--- config.mk ---
export PLATFORM = sky130hd
export DESIGN_NAME = boot_entry_seq
export DESIGN_NICKNAME = d
export VERILOG_FILES = /design/src/rtl/bes_pkg.sv /design/src/rtl/bes_pattern.sv /design/src/rtl/bes_step_timer.sv /design/src/rtl/boot_entry_seq.sv
export SDC_FILE = /design/constraint.sdc
export NUM_CORES = 1
export LEC_CHECK = 0
export BUFFER_PORTS_ARGS = -buffer_cell sky130_fd_sc_hd__buf_4
export CORE_UTILIZATION = 45
export CTS_CLUSTER_DIAMETER = 50
export DETAILED_ROUTE_END_ITERATION = 8
export PLACE_DENSITY = 0.74
export SYNTH_ARGS = -nofsm -noshare
export SYNTH_HDL_FRONTEND = slang
export SYNTH_SLANG_ARGS = --single-unit
--- constraint.sdc ---
create_clock -name clk -period 4 [get_ports clk]
set_input_delay 0.8 -clock clk [delete_from_list [all_inputs] [get_ports clk]]
set_output_delay 0.8 -clock clk [all_outputs]
set_load 0.01 [all_outputs]
--- src/rtl/bes_pkg.sv ---
package bes_pkg;

   localparam int unsigned BES_NUM_STEPS = 7;
   localparam int unsigned BES_NUM_PINS  = 3;

   typedef enum logic [1:0] {
      PIN_RST  = 2'd0,
      PIN_TEST = 2'd1,
      PIN_TCK  = 2'd2
   } bes_pin_e;

   typedef struct packed {
      bes_pin_e pin;
      logic     level;
   } bes_step_t;

endpackage

--- src/rtl/bes_pattern.sv ---
module bes_pattern
   import bes_pkg::*;
#(
   parameter int unsigned NUM_STEPS = BES_NUM_STEPS,
   localparam int unsigned IW       = $clog2(NUM_STEPS)
) (
   input  logic [IW-1:0] idx_i,
   input  logic          dedicated_i,
   output bes_step_t     step_o
);

   bes_step_t ded_step;
   bes_step_t shr_step;

   // dedicated-pin pattern: TCK clocks while reset pulses low
   always_comb begin
      case (idx_i)
         3'd0:    ded_step = '{PIN_TCK, 1'b1};
         3'd1:    ded_step = '{PIN_RST, 1'b0};
         3'd2:    ded_step = '{PIN_TCK, 1'b0};
         3'd3:    ded_step = '{PIN_TCK, 1'b1};
         3'd4:    ded_step = '{PIN_TCK, 1'b0};
         3'd5:    ded_step = '{PIN_RST, 1'b1};
         default: ded_step = '{PIN_TCK, 1'b1};
      endcase
   end

   // shared-pin pattern: TEST pulses twice while reset is low
   always_comb begin
      case (idx_i)
         3'd0:    shr_step = '{PIN_RST,  1'b0};
         3'd1:    shr_step = '{PIN_TEST, 1'b0};
         3'd2:    shr_step = '{PIN_TEST, 1'b1};
         3'd3:    shr_step = '{PIN_TEST, 1'b0};
         3'd4:    shr_step = '{PIN_TEST, 1'b1};
         3'd5:    shr_step = '{PIN_RST,  1'b1};
         default: shr_step = '{PIN_TEST, 1'b0};
      endcase
   end

   assign step_o = dedicated_i ? ded_step : shr_step;

   generate
      if (NUM_STEPS != 7) begin : g_bad_steps
         $error("bes_pattern: the step tables hold exactly seven steps");
      end
   endgenerate

endmodule

--- src/rtl/bes_step_timer.sv ---
module bes_step_timer #(
   parameter int unsigned STEP_CYCLES = 1259,
   localparam int unsigned CW         = $clog2(STEP_CYCLES + 1)
) (
   input  logic clk,
   input  logic rst_n,
   input  logic load_i,
   input  logic run_i,
   output logic expire_o
);

   logic [CW-1:0] cnt_q;

   always_ff @(posedge clk or negedge rst_n) begin
      if (!rst_n) begin
         cnt_q <= '0;
      end else if (load_i) begin
         cnt_q <= CW'(STEP_CYCLES - 1);
      end else if (run_i && cnt_q != '0) begin
         cnt_q <= cnt_q - CW'(1);
      end
   end

   assign expire_o = run_i && (cnt_q == '0);

   // the gap counter never exceeds the programmed spacing
   p_cnt_bound_r5: assert property (@(posedge clk) disable iff (!rst_n)
      cnt_q <= CW'(STEP_CYCLES - 1));

   generate
      if (STEP_CYCLES < 1) begin : g_bad_gap
         $error("bes_step_timer: STEP_CYCLES must be at least 1");
      end
   endgenerate

endmodule

--- src/rtl/boot_entry_seq.sv ---
module boot_entry_seq
   import bes_pkg::*;
#(
   parameter int unsigned STEP_CYCLES = 1259
) (
   input  logic clk,
   input  logic rst_n,
   input  logic start_i,
   input  logic dedicated_i,
   output logic tgt_rst_n_o,
   output logic tgt_test_o,
   output logic tgt_tck_o,
   output logic busy_o,
   output logic done_o
);

   localparam int unsigned NSTEP = BES_NUM_STEPS;
   localparam int unsigned NPIN  = BES_NUM_PINS;
   localparam int unsigned IW    = $clog2(NSTEP);

   logic            busy_q, done_q, mode_q;
   logic [IW-1:0]   idx_q;
   logic [NPIN-1:0] pins_q;
   logic            start_acc, expire, last_step, apply_step, load_gap;
   logic            cur_mode;
   logic [IW-1:0]   cur_idx;
   bes_step_t       step;

   assign start_acc  = start_i && !busy_q;
   assign last_step  = busy_q && (idx_q == IW'(NSTEP - 1));
   assign apply_step = start_acc || expire;
   assign load_gap   = start_acc || (expire && !last_step);
   assign cur_mode   = busy_q ? mode_q : dedicated_i;
   assign cur_idx    = busy_q ? idx_q : '0;

   bes_pattern #(.NUM_STEPS(NSTEP)) u_pattern (
      .idx_i       (cur_idx),
      .dedicated_i (cur_mode),
      .step_o      (step)
   );

   bes_step_timer #(.STEP_CYCLES(STEP_CYCLES)) u_timer (
      .clk      (clk),
      .rst_n    (rst_n),
      .load_i   (load_gap),
      .run_i    (busy_q),
      .expire_o (expire)
   );

   always_ff @(posedge clk or negedge rst_n) begin
      if (!rst_n) begin
         busy_q <= 1'b0;
         done_q <= 1'b0;
         mode_q <= 1'b0;
         idx_q  <= '0;
      end else begin
         done_q <= 1'b0;
         if (start_acc) begin
            busy_q <= 1'b1;
            mode_q <= dedicated_i;
            idx_q  <= IW'(1);
         end else if (expire) begin
            if (last_step) begin
               busy_q <= 1'b0;
               done_q <= 1'b1;
            end else begin
               idx_q <= idx_q + IW'(1);
            end
         end
      end
   end

   for (genvar g = 0; g < NPIN; g++) begin : g_pin
      always_ff @(posedge clk or negedge rst_n) begin
         if (!rst_n) begin
            pins_q[g] <= 1'b0;
         end else if (apply_step && (step.pin == 2'(g))) begin
            pins_q[g] <= step.level;
         end
      end
   end

   assign tgt_rst_n_o = pins_q[PIN_RST];
   assign tgt_test_o  = pins_q[PIN_TEST];
   assign tgt_tck_o   = pins_q[PIN_TCK];
   assign busy_o      = busy_q;
   assign done_o      = done_q;

   // an idle start request makes the block busy
   p_start_busy_r2: assert property (@(posedge clk) disable iff (!rst_n)
      (start_i && !busy_q) |=> busy_q);

   // at most one line moves on any edge
   p_one_edge_r5: assert property (@(posedge clk) disable iff (!rst_n)
      $countones(pins_q ^ $past(pins_q)) <= 1);

   // done lasts one cycle and only while idle
   p_done_pulse_r6: assert property (@(posedge clk) disable iff (!rst_n)
      done_q |=> !done_q);
   p_done_idle_r6: assert property (@(posedge clk) disable iff (!rst_n)
      done_q |-> !busy_q);

   // a request while busy cannot cut a pattern short
   p_ignore_r7: assert property (@(posedge clk) disable iff (!rst_n)
      (busy_q && start_i && !last_step) |=> busy_q);

   // captured strap is frozen for the whole pattern
   p_mode_hold_r8: assert property (@(posedge clk) disable iff (!rst_n)
      busy_q |=> (!busy_q || $stable(mode_q)));

   // idle lines hold their levels
   p_idle_quiet_r9: assert property (@(posedge clk) disable iff (!rst_n)
      (!busy_q && !start_i) |=> $stable(pins_q));

endmodule

==> qor.csv, run 1 <==
stage,metric,value,unit
sta,final setup vio count,0,
yosys,Post-Syn Area,0.00114,sq mm
layout,Syn-to-layout area delta,9.13,%
power_and_ir_drop,pwr dens,276,mW/mm^2
floorplan,Die Ht,52.3,um
drt,Residual DRC,0,
min_path,HP Class,in2async,
global_routing,largest net degree at the start of global routing,21,
critical_path,crit path launch type,register,
yosys,Synth Instances,117,
layout,share of cells above drive strength 1,0.184,
sta,Final Max Tran Viols,0,
sta,fmax,0.500,GHz
layout,Fillers,200,
global_routing,overall routing resource usage,0.178,
drt,post-route antenna net violation count,0,
clocking,Post-CTS Setup Repair Bufs,0,
floorplan,initial core utilization,0.495,
sta,final count of hold timing violations,0,
power_and_ir_drop,worst vdd ir,212,uV
clocking,hold buffer count at CTS,0,
yosys,number of synthesized flops with an enable pin,0,
run_status,status,completed,
yosys,async set or reset register ratio after synthesis,1.00,
placement,DP Wirelength,1510,um
drt,post-DR wirelength/cell,13.1,um
floorplan,Placement Rows,17,
global_routing,Overflow after GRT,0,
clocking,H-tree depth,1,
yosys,Syn Area/Cell,9.72,sq um
drt,DRT iter0 DRCs,26,
clocking,CTS sink cnt,20,
placement,routability cong.,0.853,
sta,Final Skew,0.00531,ns
floorplan,IO Pins,9,
layout,Final Util,0.540,
layout,most frequent cells in the layout,"20 x dfrtp_1, 18 x nand2_1, 12 x nor2_1",
sta,Final TNS setup,0,ns
critical_path,CP required,4.19,ns
floorplan,Die X,52.3,um
layout,Inserted Diodes,0,
drt,drt pass-1 iters,5,
drt,DR vias,843,
critical_path,Worst Path Max Fanout,6,
yosys,Syn Nets,125,
critical_path,FF-to-FF path depth,7,
clocking,CTS Buf Count,3,
yosys,Ys Warns,0,
clocking,clock transition at the registers of the reported paths,0.12,ns
critical_path,Crit Path Category,reg2reg,
clocking,clk root buf,clkbuf_4,
yosys,Synth top area share,0.440,
layout,"commonest non-fill, non-tap cell in the layout",dfrtp_1,
clocking,Clock Tree Buf Depth,2,
sta,period utilisation layout,0.500,
layout,Final Net Count,134,
drt,vias per inst,5.51,
floorplan,core footprint,0.00230,sq mm
placement,port bufs,8,
global_routing,global-route wire length before repair,3560,um
global_routing,vias in the first global route,821,
sta,max_slew headroom,0.698,
flow_run,maxcap violations,0,
yosys,synth top area cells,"dfrtp_1 44%, xor2_1 6.2%, nand2_1 5.9%, ha_1 4.4%, nor2_1 4.0%",
yosys,prevailing post-synth register cell,dfrtp_1,
sta,RSZ-0062 raised after global routing,no,
yosys,sequential share of the synthesized area,0.440,
clocking,cts repair resizes,0,
clocking,CTS tree,done,
floorplan,die area,0.00273,sq mm
critical_path,critical path capture point type,register,
yosys,"FF+latch count, synth",20,
sta,hold slack,0.350,ns
power_and_ir_drop,leakage,0.518,nW
yosys,number of distinct library cells after synthesis,40,
sta,crit path time final,2.00,ns
sta,Worst-Margin Slew,0.450,ns
clocking,Worst-Skew Late Latency,0.30,ns
drt,Post-Route WL,2010,um
critical_path,Crit path arrival time,2.19,ns
global_routing,initial antenna violation count,0,
yosys,cell taking the most area after synthesis,dfrtp_1,
sequential cells by signal (all words and copies together) (netlist names):
register / flops
tgt_tck_o: 1
idx_q: 3
tgt_rst_n_o: 1
done_o: 1
tgt_test_o: 1
u_timer.cnt_q: 11
busy_o: 1
mode_q: 1
final timing paths:
check | slack, ns | startpoint | to
hold / removal | 0.35 | rst_n | u_timer.cnt_q[1]
max in group asynchronous | 3.43 | rst_n | mode_q
setup / recovery | 2.00 | u_timer.cnt_q[1] | tgt_rst_n_o
hold reg to reg | 0.50 | tgt_rst_n_o | tgt_rst_n_o
setup reg to reg | 2.00 | u_timer.cnt_q[1] | tgt_rst_n_o
min in group clk | 0.50 | tgt_rst_n_o | tgt_rst_n_o
where the power goes:
| group | switching [W] | leakage [nW] | internal, W |
|---|---|---|---|
| Sequential | 0.00000290 | 0.231 | 0.000204 |
| Clock | 0.0000629 | 0.0210 | 0.0000555 |
| Combinational | 0.0000102 | 0.267 | 0.00000723 |
| Total | 0.0000760 | 0.518 | 0.000267 |
worst max-delay path, stage by stage, from the launching register on:
cell and delay [ns]:
dfrtp_1 0.42, inv_1 0.08, ha_1 0.14, nor4b_4 0.25, and4b_1 0.36, a21oi_2 0.11
nor3_2 0.20, mux2_1 0.33
per-stage QoR:
stage / setup slack, ns / instances / power, W / instance area [sq um]
6_report: 2.00 / 153 / 0.000343 / 1240
5_1_grt: 1.87 / 153 / 0.000359 / 1240
4_1_cts: 1.99 / 153 / 0.000346 / 1240
3_5_place_dp: 2.02 / 149 / 0.000229 / 1200
3_3_place_gp: 2.04 / 149 / 0.000228 / 1200
2_1_floorplan: 2.16 / 117 / 0.000219 / 1140
layer usage:
layer,vias to the layer above,part of all wire,GRT usage
li1,419,-,-
met1,405,0.49,0.239
met2,15,0.47,0.278
met3,4,0.029,0.0348
met4,0,0.011,0.0789
met5,-,0,0
layout make-up:
type                       instances  area [sq um]  area share
timing repair buffer               8          60.1      0.0484
tap                               28          35.0      0.0282
multi-input combinational         88           591       0.476
inverter                           5          18.8      0.0151
sequential                        20           500       0.403
clock buffer                       4          36.3      0.0292
logic make-up (layout without fill, tap and decap cells):
logic type | after synthesis | in the layout | share of synthesized area
buffers and inverters | 9 | 17 | 0.0407
AOI/OAI and AO/OA | 18 | 18 | 0.106
xor gates and xnor gates | 8 | 8 | 0.0616
adders and majority gates | 5 | 5 | 0.0528
and+or+nand+nor | 52 | 52 | 0.251
muxes | 5 | 5 | 0.0484
DFF | 20 | 20 | 0.440
cells in the mapped netlist, drive strengths merged (2+ instances only):
| master | instances |
|---|---|
| mux2 | 4 |
| dfrtp | 20 |
| ha | 4 |
| nand3 | 4 |
| nand4 | 2 |
| a21oi | 5 |
| o211ai | 3 |
| or3 | 2 |
| inv | 5 |
| nor3 | 4 |
| nor2 | 12 |
| nand2 | 19 |
| o21ai | 6 |
| buf | 3 |
| xor2 | 8 |
(Power assumes the default switching activity.)
==> run 2, diff against run 1 <==
PLACE_DENSITY = 0.76   (was 0.74)
clock period = 1.8 ns   (was 4 ns; I/O delays follow)
==> qor.csv, run 2 (synthesis gave the netlist of run 1 again) <==
stage,metric,value,unit,change
layout,"commonest non-fill, non-tap cell in the layout",buf_4,,
floorplan,Placement Rows,17,,unchanged
sta,hold slack,0.240,ns,-0.109 ns
clocking,Clock Tree Buf Depth,2,,unchanged
layout,Final Util,0.640,,+0.0997
placement,port bufs,8,,unchanged
drt,DR vias,950,,+13%
run_status,status,"finished, violations left",,
global_routing,global-route wire length before repair,4370,um,+23%
placement,routability cong.,0.842,,-1.2%
critical_path,crit-path max cell delay,0.40,ns,-0.02 ns
power_and_ir_drop,Final Power,0.000723,W,+110%
drt,drt pass-1 iters,4,,-1
critical_path,cell chain of the critical path,"inv_2, ha_4, nor4b_4, and4b_2, a21oi_4, nor3_2, mux2_4",,
global_routing,overall routing resource usage,0.223,,+0.0445
sta,Final Max Tran Viols,0,,unchanged
placement,DP Wirelength,1720,um,+14%
layout,Inserted Diodes,0,,unchanged
sta,final count of hold timing violations,0,,unchanged
global_routing,initial antenna violation count,0,,unchanged
layout,share of cells above drive strength 1,0.392,,+0.208
clocking,CTS tree,done,,
sta,RSZ-0062 raised after global routing,yes,,
run_status,failing checks,setup timing,,
floorplan,Die Ht,52.3,um,unchanged
critical_path,Crit path arrival time,2.07,ns,-0.12 ns
sta,Final Skew,0.00842,ns,+0.00311 ns
flow_run,maxcap violations,0,,unchanged
global_routing,largest net degree at the start of global routing,21,,unchanged
sta,crit path time final,1.87,ns,-0.135 ns
critical_path,CP required,2.00,ns,-2.19 ns
drt,Residual DRC,0,,unchanged
drt,Post-Route WL,2580,um,+28%
drt,vias per inst,5.56,,+0.83%
layout,most frequent cells in the layout,"25 x buf_4, 20 x dfrtp_1, 16 x nand2_1",,
power_and_ir_drop,leakage,0.624,nW,+20%
sta,final setup vio count,3,,+3
floorplan,core footprint,0.00230,sq mm,unchanged
layout,Syn-to-layout area delta,29.3,%,
clocking,Worst-Skew Late Latency,0.31,ns,about the same
clocking,CTS sink cnt,20,,unchanged
floorplan,die area,0.00273,sq mm,unchanged
sta,fmax,0.536,GHz,+7.2%
clocking,H-tree depth,1,,unchanged
global_routing,vias in the first global route,972,,+18%
critical_path,slowest CP cell,dfrtp_1,,
layout,Final Net Count,153,,+14%
drt,post-route antenna net violation count,0,,unchanged
layout,Largest register FFs,11,,unchanged
clocking,clk root buf,clkbuf_4,,
power_and_ir_drop,worst vdd ir,497,uV,+130%
min_path,HP Class,in2reg,,
global_routing,Overflow after GRT,0,,unchanged
sta,post-route setup slack,-0.0664,ns,-2.07 ns
critical_path,Worst Path Max Fanout,3,,-3
layout,Register Area,500,sq um,unchanged
critical_path,critical path capture point type,register,,
floorplan,initial core utilization,0.495,,unchanged
drt,DRT iter0 DRCs,8,,-69%
layout,Biggest register,u_timer.cnt_q,,
sta,period utilisation layout,1.04,,+0.537
layout,area of the multi-input gates,684,sq um,+16%
sta,max_slew headroom,0.755,,+0.0565
floorplan,Die X,52.3,um,unchanged
clocking,clock transition at the registers of the reported paths,0.11,ns,about the same
clocking,CTS Buf Count,3,,unchanged
drt,post-DR wirelength/cell,15.1,um,+15%
critical_path,crit path launch type,register,,
power_and_ir_drop,pwr dens,492,mW/mm^2,+78%
layout,Fillers,184,,-8.0%
sta,Worst-Margin Slew,0.364,ns,-0.0855 ns
critical_path,Crit Path Category,reg2reg,,
layout,Largest regs,"u_timer.cnt_q x11, idx_q x3",,
floorplan,IO Pins,9,,unchanged
run 2: cell types whose count changed in the layout (fill, tap and decap cells not counted), moves of 2 or more:
cell     previous run  this run
buf_4               8        25
ha_1                4         2
ha_4                0         2
inv_1               5         3
inv_2               0         2
mux2_1              2         0
mux2_2              2         0
mux2_4              0         4
nand2_1            18        16
nand2_2             1         3
run 2: critical path, delay by kind of cell, from the launching register on:
family / cells / cell delay [ns]
fa+ha+maj: 1 / 0.13
compound gates: 1 / 0.09
flops: 1 / 0.40
simple gates: 3 / 0.72
buf+inv: 1 / 0.09
mux: 1 / 0.31
run 2: final timing paths:
kind	start	to	slack (ns)	cells after the start
setup / recovery	u_timer.cnt_q[0]	tgt_rst_n_o	-0.07	7
max in group asynchronous	rst_n	idx_q[1]	1.13	2
hold reg to reg	tgt_tck_o	tgt_tck_o	0.53	1
setup reg to reg	u_timer.cnt_q[0]	tgt_rst_n_o	-0.07	7
hold / removal	dedicated_i	mode_q	0.24	3
min in group asynchronous	rst_n	u_timer.cnt_q[6]	0.45	2
run 2: what timing repair did:
action / in CTS / in global routing
setup buffers: 2 / 2
hold buffers: 1 / 0
gates cloned: 0 / 0
hold endpoints to repair: 20 / 0
setup endpoints to repair: 13 / 16
resized for setup: 10 / 16
pin swaps: 3 / 6
run 2: final cells by class:
type / instances / share of cell area
tap: 28 / 0.0238
inverter: 5 / 0.0128
clock buffer: 3 / 0.0153
multi-input combinational: 88 / 0.466
timing repair buffer: 27 / 0.142
sequential: 20 / 0.340
run 2: per-stage QoR:
stage	cells	TNS, ns	cell area, sq um	setup WS (ns)
finish	171	-0.0903	1470	-0.0664
global route	171	-1.05	1470	-0.145
global placement	163	0	1310	0.0126
detailed placement	163	-0.0880	1310	-0.0289
CTS	169	-0.0244	1390	-0.0244
floorplan	117	-0.0170	1140	-0.0170
run 2: report_power, final:
| part | total [W] | switching [W] | internal [W] |
|---|---|---|---|
| logic | 0.0000434 | 0.0000243 | 0.0000191 |
| registers | 0.000460 | 0.00000667 | 0.000454 |
| clock network | 0.000220 | 0.000141 | 0.0000784 |
run 2: metal layers:
layer | global-route usage | share of wire | vias up
met5 | 0 | 0 | -
met4 | 0.0746 | 0.0085 | 0
met3 | 0.0609 | 0.046 | 5
met2 | 0.374 | 0.51 | 17
met1 | 0.275 | 0.44 | 471
li1 | - | - | 457
==> run 3, diff against run 2 <==
RECOVER_POWER = 50   (was default)
==> qor.csv, run 3 (synthesis gave the netlist of run 1 again) <==
stage,metric,value,unit,change
clocking,clk root buf,clkbuf_4,,
layout,"commonest non-fill, non-tap cell in the layout",buf_4,,
placement,placed insts,163,,unchanged
layout,Inserted Diodes,0,,unchanged
clocking,CTS Buf Count,3,,unchanged
critical_path,Crit path arrival time,2.06,ns,about the same
layout,final instance area,0.00147,sq mm,-0.26%
min_path,HP Class,in2reg,,
floorplan,Die X,52.3,um,unchanged
floorplan,die area,0.00273,sq mm,unchanged
drt,post-DR wirelength/cell,15.2,um,+0.66%
drt,DRT iter0 DRCs,9,,+1
sta,Final Max Tran Viols,0,,unchanged
sta,RSZ-0062 raised after global routing,yes,,
layout,most frequent cells in the layout,"24 x buf_4, 20 x dfrtp_1, 16 x nand2_1",,
global_routing,overall routing resource usage,0.223,,unchanged
critical_path,CP required,2.00,ns,about the same
drt,DR vias,949,,-0.11%
layout,Final Net Count,153,,unchanged
clocking,clock transition at the registers of the reported paths,0.11,ns,about the same
global_routing,Overflow after GRT,0,,unchanged
global_routing,initial antenna violation count,0,,unchanged
run_status,status,"finished, violations left",,
drt,Post-Route WL,2590,um,+0.66%
sta,final count of hold timing violations,0,,unchanged
sta,fmax,0.536,GHz,about the same
placement,pre-CTS WS,-0.0289,ns,unchanged
floorplan,core footprint,0.00230,sq mm,unchanged
clocking,H-tree depth,1,,unchanged
layout,Largest register FFs,11,,unchanged
clocking,CTS sink cnt,20,,unchanged
layout,share of cells above drive strength 1,0.385,,-0.00699
drt,Residual DRC,0,,unchanged
critical_path,Crit Path Category,reg2reg,,
layout,Biggest register,u_timer.cnt_q,,
clocking,Worst-Skew Late Latency,0.31,ns,about the same
sta,Final Skew,0.00846,ns,+0.0000345 ns
sta,final setup vio count,2,,-1
flow_run,maxcap violations,0,,unchanged
sta,max_slew headroom,0.264,,-0.491
power_and_ir_drop,Final Power,0.000721,W,-0.29%
run_status,failing checks,setup timing,,
critical_path,Worst Path Max Fanout,3,,unchanged
sta,period utilisation layout,1.04,,about the same
global_routing,vias in the first global route,972,,unchanged
floorplan,Placement Rows,17,,unchanged
critical_path,crit path launch type,register,,
placement,placed cell area,0.00131,sq mm,unchanged
sta,post-route setup slack,-0.0646,ns,+0.00179 ns
clocking,Clock Tree Buf Depth,2,,unchanged
layout,Largest regs,"u_timer.cnt_q x11, idx_q x3",,
placement,port bufs,8,,unchanged
floorplan,initial core utilization,0.495,,unchanged
drt,vias per inst,5.55,,-0.11%
sta,crit path time final,1.86,ns,-0.00179 ns
critical_path,critical path capture point type,register,,
floorplan,Die Ht,52.3,um,unchanged
global_routing,global-route wire length before repair,4370,um,unchanged
power_and_ir_drop,worst vdd ir,495,uV,-0.43%
layout,Syn-to-layout area delta,28.9,%,
placement,DP Wirelength,1720,um,unchanged
power_and_ir_drop,leakage,0.620,nW,-0.58%
power_and_ir_drop,pwr dens,492,mW/mm^2,about the same
floorplan,IO Pins,9,,unchanged
placement,routability cong.,0.842,,unchanged
drt,post-route antenna net violation count,0,,unchanged
clocking,CTS tree,done,,
sta,Worst-Margin Slew,1.10,ns,+0.740 ns
drt,drt pass-1 iters,5,,+1
layout,final std cells w/o fill,171,,unchanged
global_routing,largest net degree at the start of global routing,21,,unchanged
run 3: layout make-up:
| class | instances | area, sq um |
|---|---|---|
| Clock buffer | 3 | 22.5 |
| Timing Repair Buffer | 27 | 205 |
| Fill cell | 183 | 831 |
| Sequential cell | 20 | 500 |
| Inverter | 5 | 18.8 |
| Tap cell | 28 | 35.0 |
| Multi-Input combinational cell | 88 | 684 |
run 3: report_power, final:
part / switching [W] / internal (W) / leakage (nW) / total, W
clock network: 0.000140 / 0.0000783 / 0.0138 / 0.000219
logic: 0.0000244 / 0.0000181 / 0.375 / 0.0000425
registers: 0.00000667 / 0.000454 / 0.231 / 0.000460
run 3: final timing paths:
check                            startpoint               end  slack [ns]  cells past startpoint
hold reg to reg                   tgt_tck_o         tgt_tck_o        0.53                      1
min in group asynchronous             rst_n  u_timer.cnt_q[6]        0.77                      2
setup reg to reg           u_timer.cnt_q[0]       tgt_rst_n_o       -0.06                      7
setup / recovery           u_timer.cnt_q[0]       tgt_rst_n_o       -0.06                      7
hold / removal                  dedicated_i            mode_q        0.24                      3
max in group asynchronous             rst_n         tgt_tck_o        0.36                      2
run 3: per-layer routing:
metal,global-route usage,up-vias,part of all wire
met5,0,-,0
met1,0.275,473,0.45
li1,-,456,-
met3,0.0609,5,0.042
met4,0.0746,0,0.0096
met2,0.374,15,0.50
run 3: through the flow:
stage,utilization,hold slack (ns),TNS [ns]
finish,0.638,0.242,-0.0852
global route,0.638,0.247,-1.05
CTS,0.604,0.253,-0.0244
floorplan,-,0.0644,-0.0170
detailed placement,0.570,0.258,-0.0880
global placement,0.570,0.255,0
run 3: critical path, cell delays in order (launching register included):
cell and delay [ns]:
dfrtp_1 0.40, inv_2 0.09, ha_4 0.13, nor4b_4 0.21, and4b_2 0.32, a21oi_4 0.09
nor3_2 0.19, mux2_4 0.31
run 3: repair_timing:
item | CTS | global route
setup endpoints to repair | 13 | 16
hold buffers | 1 | 0
hold endpoints to repair | 20 | 0
gates resized for setup | 10 | 16
cloned | 0 | 0
setup buffers | 2 | 2
pin swaps | 3 | 6
